==> config.mk <==
export PLATFORM = sky130hd
export DESIGN_NAME = rxw_deser
export DESIGN_NICKNAME = d
export VERILOG_FILES = /design/src/rtl/rxw_pkg.sv /design/src/rtl/rxw_align_ctrl.sv /design/src/rtl/rxw_accum.sv /design/src/rtl/rxw_deser.sv
export SDC_FILE = /design/constraint.sdc
export NUM_CORES = 1
export LEC_CHECK = 0
export BUFFER_PORTS_ARGS = -buffer_cell sky130_fd_sc_hd__buf_4
export CORE_UTILIZATION = 45
export CTS_BUF_LIST = sky130_fd_sc_hd__clkbuf_8
export CTS_CLUSTER_DIAMETER = 50
export CTS_CLUSTER_SIZE = 14
export DETAILED_ROUTE_END_ITERATION = 8
export PLACE_DENSITY = 0.65
export SYNTH_ARGS = -nofsm -noshare
export SYNTH_HDL_FRONTEND = slang
export SYNTH_SLANG_ARGS = --single-unit
==> constraint.sdc <==
create_clock -name clk_i -period 2.25 [get_ports clk_i]
set_input_delay 0.45 -clock clk_i [delete_from_list [all_inputs] [get_ports clk_i]]
set_output_delay 0.45 -clock clk_i [all_outputs]
set_load 0.01 [all_outputs]
==> src/rtl/rxw_pkg.sv <==
`timescale 1ns/1ps
package rxw_pkg;
  localparam int unsigned DATA_W = 8;
  localparam int unsigned CHAR_W = DATA_W + 2;

  typedef struct packed {
    logic [DATA_W-1:0] data;
    logic              b8;
    logic              b9;
    logic              cm;
  } slot_t;
endpackage

==> src/rtl/rxw_align_ctrl.sv <==
`timescale 1ns/1ps
module rxw_align_ctrl (
  input  logic clk_i,
  input  logic rst_ni,
  input  logic sync_i,
  input  logic realign_i,
  input  logic hold_i,
  input  logic comma_i,
  output logic restart_o
);
  logic sync_q, realign_q, armed_q;
  logic sync_rise, realign_rise, pending;

  assign sync_rise    = sync_i & ~sync_q;
  assign realign_rise = realign_i & ~realign_q;
  // search stays pending across hold and sync loss until a comma is taken
  assign pending      = armed_q | sync_rise | realign_rise;
  assign restart_o    = pending & sync_i & ~hold_i & comma_i;

  always_ff @(posedge clk_i or negedge rst_ni) begin
    if (!rst_ni) begin
      sync_q    <= 1'b0;
      realign_q <= 1'b0;
      armed_q   <= 1'b0;
    end else begin
      sync_q    <= sync_i;
      realign_q <= realign_i;
      armed_q   <= pending & ~restart_o;
    end
  end
endmodule

==> src/rtl/rxw_accum.sv <==
`timescale 1ns/1ps
module rxw_accum
  import rxw_pkg::*;
#(
  parameter int unsigned LANES = 4
) (
  input  logic                    clk_i,
  input  logic                    rst_ni,
  input  logic [CHAR_W-1:0]       char_i,
  input  logic                    comma_i,
  input  logic                    sync_i,
  input  logic                    restart_i,
  output logic [LANES*DATA_W-1:0] word_o,
  output logic [LANES-1:0]        bit8_o,
  output logic [LANES-1:0]        bit9_o,
  output logic [LANES-1:0]        comma_pos_o,
  output logic                    word_valid_o
);
  localparam int unsigned CNT_W = (LANES > 1) ? $clog2(LANES) : 1;
  localparam logic [CNT_W-1:0] LAST_IDX = CNT_W'(LANES - 1);

  slot_t             slots_q [LANES];
  slot_t             in_slot;
  logic [CNT_W-1:0]  cnt_q, idx;
  logic              last;

  logic [LANES*DATA_W-1:0] word_d;
  logic [LANES-1:0]        b8_d, b9_d, cpos_d;

  assign in_slot = '{data: char_i[DATA_W-1:0], b8: char_i[DATA_W],
                     b9: char_i[DATA_W+1], cm: comma_i & sync_i};
  assign idx  = restart_i ? '0 : cnt_q;
  assign last = (idx == LAST_IDX);

  for (genvar k = 0; k < LANES; k++) begin : g_lane
    slot_t src;
    if (k == LANES - 1) begin : g_tail
      assign src = in_slot;
    end else begin : g_head
      assign src = slots_q[k];
    end
    assign word_d[(LANES-1-k)*DATA_W +: DATA_W] = src.data;
    assign b8_d[LANES-1-k]   = src.b8;
    assign b9_d[LANES-1-k]   = src.b9;
    assign cpos_d[LANES-1-k] = src.cm & sync_i;
  end

  always_ff @(posedge clk_i or negedge rst_ni) begin
    if (!rst_ni) begin
      cnt_q        <= '0;
      for (int i = 0; i < LANES; i++) slots_q[i] <= '0;
      word_o       <= '0;
      bit8_o       <= '0;
      bit9_o       <= '0;
      comma_pos_o  <= '0;
      word_valid_o <= 1'b0;
    end else begin
      slots_q[idx] <= in_slot;
      cnt_q        <= last ? '0 : CNT_W'(idx + 1'b1);
      word_valid_o <= last;
      if (last) begin
        word_o      <= word_d;
        bit8_o      <= b8_d;
        bit9_o      <= b9_d;
        comma_pos_o <= cpos_d;
      end
    end
  end
endmodule

==> src/rtl/rxw_deser.sv <==
`timescale 1ns/1ps
module rxw_deser
  import rxw_pkg::*;
#(
  parameter int unsigned LANES = 4
) (
  input  logic                    clk_i,
  input  logic                    rst_ni,
  input  logic [CHAR_W-1:0]       char_i,
  input  logic                    comma_i,
  input  logic                    sync_i,
  input  logic                    realign_i,
  input  logic                    hold_i,
  output logic [LANES*DATA_W-1:0] word_o,
  output logic [LANES-1:0]        bit8_o,
  output logic [LANES-1:0]        bit9_o,
  output logic [LANES-1:0]        comma_pos_o,
  output logic                    word_valid_o
);
  logic restart;

  rxw_align_ctrl i_ctrl (
    .clk_i     (clk_i),
    .rst_ni    (rst_ni),
    .sync_i    (sync_i),
    .realign_i (realign_i),
    .hold_i    (hold_i),
    .comma_i   (comma_i),
    .restart_o (restart)
  );

  rxw_accum #(.LANES(LANES)) i_accum (
    .clk_i        (clk_i),
    .rst_ni       (rst_ni),
    .char_i       (char_i),
    .comma_i      (comma_i),
    .sync_i       (sync_i),
    .restart_i    (restart),
    .word_o       (word_o),
    .bit8_o       (bit8_o),
    .bit9_o       (bit9_o),
    .comma_pos_o  (comma_pos_o),
    .word_valid_o (word_valid_o)
  );
endmodule

### Word-level counts from Yosys, hierarchy flattened

Cells that the tools add are included.

| cells by class | value |
|---|---|
| magnitude comparators | 2 |
| $add $sub $neg | 1 |
| reductions and logical operators | 1 |
| mux-type cells | 5 |
| bitwise operators | 18 |
| eq/ne operators | 1 |

Operator list:

| kind | number |
|---|---|
| $bwmux 44 | 1 |
| $demux 11 s2 | 1 |
| $and 1x1->1 | 11 |
| $mux 11 | 1 |
| $mux 2 | 2 |
| $not 1->1 | 4 |
| $ge 3x3->1 const B | 1 |
| $lt 3x1->1 const B | 1 |
| $not 2->3 | 1 |
| $add 2x1->2 const B | 1 |
| $eq 2x2->1 const B | 1 |
| $or 1x1->1 | 2 |
| $logic_and 1x1->1 | 1 |

| word-level totals | value |
|---|---|
| flip-flop bits (word level) | 94 |
| logic and storage cells | 53 |

### Depth between registers and ports, before layout

Gate-level depths: netlist (run 1).

| logic depth | value |
|---|---|
| depth after elaboration | 14 |
| depth in mapped cells | 8 |
| gate-level depth less buffers | 6 |

### By module

From an unflattened synthesis (run 1), not the netlist that was laid out.

| unflattened totals | value |
|---|---|
| cells, all modules | 191 |
| area total of the unflattened synthesis | 3323.2 µm² |

Modules (own cells, without submodules):

| module | sequential area each (µm²) | area each (µm²) | instances | cells an instance |
|---|---|---|---|---|
| rxw_accum | 2001.9 | 3203.1 | 1 | 181 |
| rxw_align_ctrl | 75.1 | 120.1 | 1 | 10 |

### Worst setup path after synthesis (run 1)

OpenSTA, ideal clock, no wires.

| timing | value |
|---|---|
| path type | input to register |
| start point | in realign_i |
| end point | reg i_accum.word_o[3] |
| stages on the path | 7 |
| required time | 2.125 ns |
| path buffers | 2 |
| slack | 0.334 ns |
| data arrival time | 1.791 ns |
| library setup time | 0.125 ns |
| path through | nor2b_2 > o21ai_2 > and2_1 > ha_1 > buf_4 > buf_6 > mux2_2 |

| on the way | value |
|---|---|
| word-level cells in the longest chain between the ends | 7 |

RTL lines:

| item | line | text |
|---|---|---|
| from (decl) | rxw_deser.sv:12 | `input logic realign_i,` |
| $and 1x1->1 | rxw_align_ctrl.sv:15 | `assign realign_rise = realign_i & ~realign_q;` |
| $or 1x1->1 | rxw_align_ctrl.sv:17 | `assign pending = armed_q \| sync_rise \| realign_rise;` |
| $and 1x1->1 (3 in a row) | rxw_align_ctrl.sv:18 | `assign restart_o = pending & sync_i & ~hold_i & comma_i;` |
| $mux 2 | rxw_accum.sv:32 | `assign idx = restart_i ? '0 : cnt_q;` |
| $eq 2x2->1 | rxw_accum.sv:33 | `assign last = (idx == LAST_IDX);` |
| to (signal assigned) | rxw_accum.sv:62 | `word_o <= word_d;` |
| to (decl) | rxw_accum.sv:13 | `output logic [LANES*DATA_W-1:0] word_o,` |

No other way between the ends.
A chain may end at the register's enable or synchronous reset.

### Worst setup path in the final report (run 1)

| timing | value |
|---|---|
| start point | reg i_ctrl.armed_q |
| end point | reg i_accum.word_o[5] |

| on the way | value |
|---|---|
| word-level cells in the longest chain between the ends | 7 |

RTL lines:

| item | line | text |
|---|---|---|
| from (decl) | rxw_align_ctrl.sv:11 | `logic sync_q, realign_q, armed_q;` |
| from (signal assigned) | rxw_align_ctrl.sv:28 | `armed_q <= pending & ~restart_o;` |
| $or 1x1->1 (2 in a row) | rxw_align_ctrl.sv:17 |  |
| $and 1x1->1 (3 in a row) | rxw_align_ctrl.sv:18 |  |
| $mux 2 | rxw_accum.sv:32 |  |
| $eq 2x2->1 | rxw_accum.sv:33 |  |

No other way between the ends.

==> key figures, run 1 <==
Power
  • Pint: 4160 uW
  • P per Cell Area: 1410 nW/um^2
  • Pleak: 0.00191 uW
  • P_sw: 1740 uW
  • Sequential power share: 0.439
  • Clock power share: 0.186
  • Worst vdd ir: 0.000637 V
  • Sw Ratio: 0.295
  • Combinational group share of total power: 0.374

Yosys
  • Count of cell types in the netlist: 26
  • Mapped Area: 3390 um^2
  • Syn nets: 252
  • Area contributors post-synth: dfrtp_1 (61%), mux2_2 (21%), o211ai_2 (3.7%)
  • Yosys warning total: 0
  • Post-synth top area share: 0.612
  • Seq/Total Area, Yosys: 0.612
  • Yosys top cell by area: dfrtp_1
  • Seq cells post-synth: 83
  • Syn_area_per_cell: 14.6 um^2
  • Post-synthesis instance total: 233

STA
  • Clock period minus worst slack: 1.98 ns
  • Fin crit share: 0.878
  • Max Freq: 0.506 GHz
  • Setup_tns: 0 ns
  • Hold Vio Cnt, Final: 0
  • Clock skew: 0.00640 ns
  • Slew Viols, Final: 0
  • Final Setup Violations: 0
  • RSZ-0062 raised after global routing: false
  • Least-Margin Pin Slew: 0.860 ns
  • Max-slew headroom: 0.425

Flow run
  • Max_cap viols: 0

Cells and area
  • Ant. Diodes: 0
  • Nets@finish: 318
  • Share of cells above drive strength 1: 0.538
  • Filler cells: 623
  • Final Instance Count excl. Fillers: 402
  • Most frequent cells in the layout: dfrtp_1 (83), buf_4 (64), mux2_2 (63), nand2_1 (25), clkbuf_8 (13)
  • Area grow syn2layout: 23.6%
  • Most common cell after layout, fill and taps aside: dfrtp_1

Critical path
  • Worst EP arrival: 2.20 ns
  • Required @ worst endpoint: 2.47 ns
  • Crit path from: i_ctrl.armed_q$_DFF_PN0_
  • Reg-to-reg endpoint: i_accum.word_o[5]$_DFFE_PN0N_
  • Worst R2R Setup Slack: 0.27 ns
  • Worst Setup EP: i_accum.word_o[5]$_DFFE_PN0N_
  • Nature of the critical path endpoint: flip-flop
  • R2R depth: 6
  • Critical R2R Launch: i_ctrl.armed_q$_DFF_PN0_
  • Startpoint class of the critical path: flip-flop
  • Crit path kind: reg -> reg
  • Worst-path fanout max: 24

CTS
  • Root Driver: clkbuf_8
  • CTS tree: yes
  • Cts bufs inserted: 9
  • H-Tree Level Count: 3
  • Clock buffer depth: 2
  • TritonCTS Sinks: 83
  • Hold buffers post-CTS: 0
  • Latest clock arrival within the worst-skew pair: 0.34 ns
  • Worst-path clk slew: 0.07 ns
  • PostCTS Resize Cnt: 0
  • Postcts setup bufs: 0

Placement
  • Hpwl dp: 4.27 mm
  • I/O Buffers: 60
  • Total placed cells including tap cells: 387
  • Placer Congestion: 0.751

Drt
  • Post-route ant nets: 0
  • DRC: 0
  • First-pass iteration count of the detailed router: 4
  • Avg Vias per Cell: 5.09
  • WL/cell: 15.8 um
  • Routed vias: 2048
  • Iter 0 DRT Violations: 94
  • Routed Wire Length: 6.35 mm

Floorplanning
  • Die area: 7890 um^2
  • Chip Height: 88.8 um
  • I/O pin cnt: 61
  • Initial Util: 0.468
  • Core Box Area: 7250 um^2
  • # rows: 31
  • Die W: 88.8 um

Global route
  • Vias in the first global route: 1973
  • Largest net degree at the start of global routing: 45
  • Antenna violations before repair: 0
  • GRT Util Overall: 0.180
  • Global-route wire length before repair: 10.2 mm
  • Remaining Overflow, GRT: 0

Min path
  • Hold Path Class: in -> async

Status
  • Status: finished clean
## state kept, by name, indices dropped and copies added (netlist names)
signal,cells
i_accum.word_o,32
i_accum.cnt_q,2
i_ctrl.realign_q,1
i_accum.comma_pos_o,4
i_accum.b9_d,3
i_accum.b8_d,3
i_accum.bit8_o,4
i_accum.g_lane.src,27
i_accum.bit9_o,4
i_ctrl.armed_q,1
i_ctrl.sync_q,1
i_accum.word_valid_o,1
## area by class of cell
class                      count  area, um^2  share of cell area
sequential                    83        2080               0.495
tap                           99         124              0.0295
clock inverter                 2        33.8             0.00805
inverter                       5        18.8             0.00447
timing repair buffer          68         561               0.134
multi-input combinational    132        1200               0.286
clock buffer                  13         179              0.0427
## metrics by stage
stage,hold WS (ns),area (um^2),worst slack [ns],utilization,total power (uW)
after global placement,0.482,3980,0.194,0.549,4800
after detailed placement,0.485,3980,0.142,0.549,4870
after floorplan,0.154,3390,0.334,-,3860
after CTS,0.107,4190,0.265,0.578,5980
final,0.101,4190,0.274,0.578,5900
after global routing,0.126,4190,0.149,0.578,6300
## per-layer routing
layer | share of wire | routed length, um | global-route usage | up-vias
met5 | 0 | 0 | 0 | -
met3 | 0.056 | 356 | 0.0700 | 7
met2 | 0.46 | 2930 | 0.262 | 47
met1 | 0.47 | 2960 | 0.244 | 1040
met4 | 0.017 | 108 | 0.0718 | 0
li1 | - | - | - | 954
## synth_stat cells
cell type / instances
and2_1: 2
and2_2: 1
and3_1: 1
and3b_4: 1
buf_2: 7
buf_4: 2
buf_6: 3
buf_8: 1
clkinv_1: 1
dfrtp_1: 83
ha_1: 3
inv_1: 4
mux2_2: 63
nand2_1: 25
nand2b_4: 1
nand3_1: 4
nor2_1: 2
nor2b_1: 1
nor2b_2: 1
nor3_1: 1
o2111ai_1: 10
o211ai_2: 10
o21a_4: 1
o21ai_0: 3
o21ai_2: 1
or2_2: 1
## cell families (layout without fill, tap and decap cells)
group           after synthesis  in the layout  share of synthesized area
buf+inv                      18             88                     0.0347
flops                        83             83                      0.612
fa+ha+maj                     3              3                     0.0111
simple gates                 41             41                     0.0590
mux                          63             63                      0.209
compound gates               25             25                     0.0741
## worst max-delay path, cell delays in order, from the launching register on
cell and delay [ns]:
dfrtp_1 0.38, nand2b_4 0.22, o21ai_2 0.25, and2_1 0.21, ha_2 0.25, buf_12 0.19
mux2_2 0.35
## worst min-delay path by stage
stage               depth (start not counted)                                 end   start
finish                                      1  i_accum.comma_pos_o[0]$_DFFE_PN0N_  rst_ni
global placement                            1             i_ctrl.sync_q$_DFF_PN0_  rst_ni
global route                                1  i_accum.comma_pos_o[0]$_DFFE_PN0N_  rst_ni
CTS                                         1             i_ctrl.sync_q$_DFF_PN0_  rst_ni
floorplan                                   0         i_accum.b8_d[1]$_DFFE_PN0P_  rst_ni
detailed placement                          1  i_accum.comma_pos_o[1]$_DFFE_PN0N_  rst_ni
## power groups by stage
| stage | registers [uW] | clock network, uW | logic, uW |
|---|---|---|---|
| final | 2590 | 1100 | 2210 |
| after global routing | 2690 | 1190 | 2420 |
| after CTS | 2600 | 1130 | 2250 |
| after detailed placement | 2630 | 0 | 2240 |
| after global placement | 2610 | 0 | 2200 |
| after floorplan | 2730 | 0 | 1130 |
Note: power is estimated with default switching activity, not from simulation.
==> inputs of run 2 (changes only) <==
--- a/config.mk
+++ b/config.mk
@@ -6,12 +6,14 @@
 export NUM_CORES = 1
 export LEC_CHECK = 0
 export BUFFER_PORTS_ARGS = -buffer_cell sky130_fd_sc_hd__buf_4
+export CORE_ASPECT_RATIO = 1.25
 export CORE_UTILIZATION = 45
 export CTS_BUF_LIST = sky130_fd_sc_hd__clkbuf_8
 export CTS_CLUSTER_DIAMETER = 50
 export CTS_CLUSTER_SIZE = 14
 export DETAILED_ROUTE_END_ITERATION = 8
 export PLACE_DENSITY = 0.65
+export RECOVER_POWER = 50
 export SYNTH_ARGS = -nofsm -noshare
 export SYNTH_HDL_FRONTEND = slang
 export SYNTH_SLANG_ARGS = --single-unit
==> run 2 against run 1 <==
Compared with the run above: routed wire length about the same; global-route usage up 0.20 points; clock power down 13%; total power down 4.6%; combinational power down 5%; utilization down 2.3 points; count of clock-buffer cells in the layout down 4; worst setup slack better by 0.0093 ns; via count up 2.1%; highest routed layer unchanged.
==> key figures, run 2 (same netlist as run 1, synthesis figures left out) <==
STA
  • Setup_tns: 0 ns (unchanged)
  • Setup ws final: 0.283 ns (was 0.274 ns)
  • Final Setup Violations: 0 (unchanged)
  • Least-Margin Pin Slew: 1.12 ns (was 0.860 ns)
  • Max-slew headroom: 0.255 (was 0.425)
  • Fin crit share: 0.874 (was 0.878)
  • Hold Vio Cnt, Final: 0 (unchanged)
  • RSZ-0062 raised after global routing: false (unchanged)
  • Clock period minus worst slack: 1.97 ns (was 1.98 ns)
  • Max Freq: 0.508 GHz (was 0.506 GHz)
  • Slew Viols, Final: 0 (unchanged)
  • Clock skew: 0.0100 ns (was 0.00640 ns)

Drt
  • DRC: 0 (unchanged)
  • Avg Vias per Cell: 5.26 (was 5.09)
  • WL/cell: 16.0 um (was 15.8 um)
  • Iter 0 DRT Violations: 131 (was 94)
  • Routed Wire Length: 6.34 mm (was 6.35 mm)
  • Post-route ant nets: 0 (unchanged)
  • Routed vias: 2090 (was 2048)
  • First-pass iteration count of the detailed router: 6 (was 4)

Power
  • Worst vdd ir: 0.000626 V (was 0.000637 V)
  • Sw Ratio: 0.322 (was 0.295)
  • Pleak: 0.00180 uW (was 0.00191 uW)
  • Sequential power share: 0.460 (was 0.439)
  • P per Cell Area: 1380 nW/um^2 (was 1410 nW/um^2)
  • Combinational group share of total power: 0.371 (was 0.374)
  • Pint: 3820 uW (was 4160 uW)
  • P_sw: 1810 uW (was 1740 uW)
  • Clock power share: 0.170 (was 0.186)

Cells and area
  • Nets@finish: 319 (was 318)
  • Multi-input gate area: 1200 um^2 (unchanged)
  • Area grow syn2layout: 20.4% (was 23.6%)
  • Register Area: 2080 um^2 (unchanged)
  • Ant. Diodes: 0 (unchanged)
  • Share of cells above drive strength 1: 0.475 (was 0.538)
  • Filler cells: 624 (was 623)
  • Most flops, register: i_accum.word_o (unchanged)
  • Most frequent cells in the layout: dfrtp_1 (83), mux2_2 (63), buf_4 (43), nand2_1 (25), clkbuf_1 (20) (was dfrtp_1 (83), buf_4 (64), mux2_2 (63), nand2_1 (25), clkbuf_8 (13))
  • Max reg flops: 32 (unchanged)
  • Most common cell after layout, fill and taps aside: dfrtp_1 (unchanged)

Placement
  • Hpwl dp: 4.32 mm (was 4.27 mm)
  • I/O Buffers: 60 (unchanged)
  • Placer Congestion: 0.736 (was 0.751)
  • Setup slack at placement: 0.166 ns (was 0.142 ns)

CTS
  • Worst-path clk slew: 0.08 ns (was 0.07 ns)
  • Cts bufs inserted: 9 (unchanged)
  • Latest clock arrival within the worst-skew pair: 0.35 ns (was 0.34 ns)
  • PostCTS Resize Cnt: 0 (unchanged)
  • H-Tree Level Count: 3 (unchanged)
  • CTS tree: yes (unchanged)
  • TritonCTS Sinks: 83 (unchanged)
  • Clock buffer depth: 2 (unchanged)
  • Root Driver: clkbuf_8 (unchanged)

Critical path
  • Critical R2R Launch: i_ctrl.armed_q$_DFF_PN0_ (unchanged)
  • R2R depth: 6 (unchanged)
  • Worst EP arrival: 2.20 ns (about the same)
  • Startpoint class of the critical path: flip-flop (unchanged)
  • Worst-path fanout max: 25 (was 24)
  • Reg-to-reg endpoint: i_accum.bit8_o[1]$_DFFE_PN0N_ (was i_accum.word_o[5]$_DFFE_PN0N_)
  • Worst Setup EP: i_accum.bit8_o[1]$_DFFE_PN0N_ (was i_accum.word_o[5]$_DFFE_PN0N_)
  • Crit path kind: reg -> reg (unchanged)
  • Crit path from: i_ctrl.armed_q$_DFF_PN0_ (unchanged)
  • Nature of the critical path endpoint: flip-flop (unchanged)
  • Worst R2R Setup Slack: 0.28 ns (was 0.27 ns)
  • Required @ worst endpoint: 2.48 ns (was 2.47 ns)

Global route
  • Global-route wire length before repair: 10.7 mm (was 10.2 mm)
  • Largest net degree at the start of global routing: 41 (was 45)
  • Antenna violations before repair: 0 (unchanged)
  • Vias in the first global route: 2039 (was 1973)
  • Remaining Overflow, GRT: 0 (unchanged)
  • GRT Util Overall: 0.182 (was 0.180)

Floorplanning
  • Chip Height: 99.1 um (was 88.8 um)
  • Core Box Area: 7360 um^2 (was 7250 um^2)
  • Die W: 79.7 um (was 88.8 um)
  • # rows: 35 (was 31)
  • Initial Util: 0.461 (was 0.468)
  • I/O pin cnt: 61 (unchanged)
  • Die area: 7890 um^2 (about the same)

Status
  • Status: finished clean (unchanged)

Flow run
  • Max_cap viols: 0 (unchanged)

Min path
  • Hold Path Class: in -> reg (was in -> async)
run 2: changes by cell type in the layout (fill, tap and decap cells not counted):
| cell | change |
|---|---|
| dlygate4sd3_1 | +1 |
| clkbuf_4 | +1 |
| inv_1 | -1 |
| clkbuf_8 | -4 |
| buf_4 | -21 |
| clkbuf_1 | +20 |
| clkinvlp_4 | +4 |
| inv_6 | +2 |
| bufinv_16 | -1 |
| clkinv_2 | +1 |
run 2: metal layers:
metal  track usage  routed length (um)  part of all wire
met5             0                   0                 0
met4        0.0881                 127             0.020
met3        0.0296                 237             0.037
met2         0.276                3130              0.49
met1         0.254                2850              0.45
run 2: how the worst min path moves through the flow:
stage	depth (start not counted)	to	startpoint	slack, ns
floorplan	0	i_accum.b8_d[1]$_DFFE_PN0P_	rst_ni	0.15
global placement	1	i_accum.bit8_o[0]$_DFFE_PN0N_	rst_ni	0.34
detailed placement	1	i_accum.bit8_o[0]$_DFFE_PN0N_	rst_ni	0.34
CTS	1	i_ctrl.realign_q$_DFF_PN0_	realign_i	0.20
global route	1	i_ctrl.realign_q$_DFF_PN0_	realign_i	0.23
finish	1	i_ctrl.realign_q$_DFF_PN0_	realign_i	0.23
run 2: final cells by class:
cell class / count / area share
flip-flops and latches: 83 / 0.509
repair buffers: 69 / 0.121
clock inverters: 7 / 0.0129
multi-input cells: 132 / 0.294
inverters: 5 / 0.00460
well taps: 92 / 0.0282
clock buffers: 9 / 0.0303
run 2: critical path, stage by stage (launching register included):
cell and delay, ns:
dfrtp_1 0.39, nand2b_4 0.22, o21ai_2 0.26, and2_1 0.20, ha_2 0.24, buf_12 0.19, mux2_2 0.35
run 2: power by group through the flow:
stage | clock network, uW | logic [uW] | registers [uW]
4_1_cts | 984 | 2240 | 2610
2_1_floorplan | 0 | 1130 | 2730
3_3_place_gp | 0 | 2190 | 2610
6_report | 955 | 2090 | 2590
5_1_grt | 1040 | 2280 | 2690
3_5_place_dp | 0 | 2240 | 2630
run 2: timing repair:
action | CTS | global route
setup buffers | 0 | 0
endpoints found under the hold margin | 18 | 0
hold buffers | 1 | 0
run 2: metrics by stage:
stage	hold WS [ns]	power, uW	util	cells	instance area [um^2]
after floorplan	0.154	3860	-	233	3390
final	0.232	5630	0.555	397	4080
after global placement	0.342	4800	0.540	380	3970
after CTS	0.200	5830	0.565	397	4160
after global routing	0.227	6010	0.555	397	4080
after detailed placement	0.345	4870	0.540	380	3970
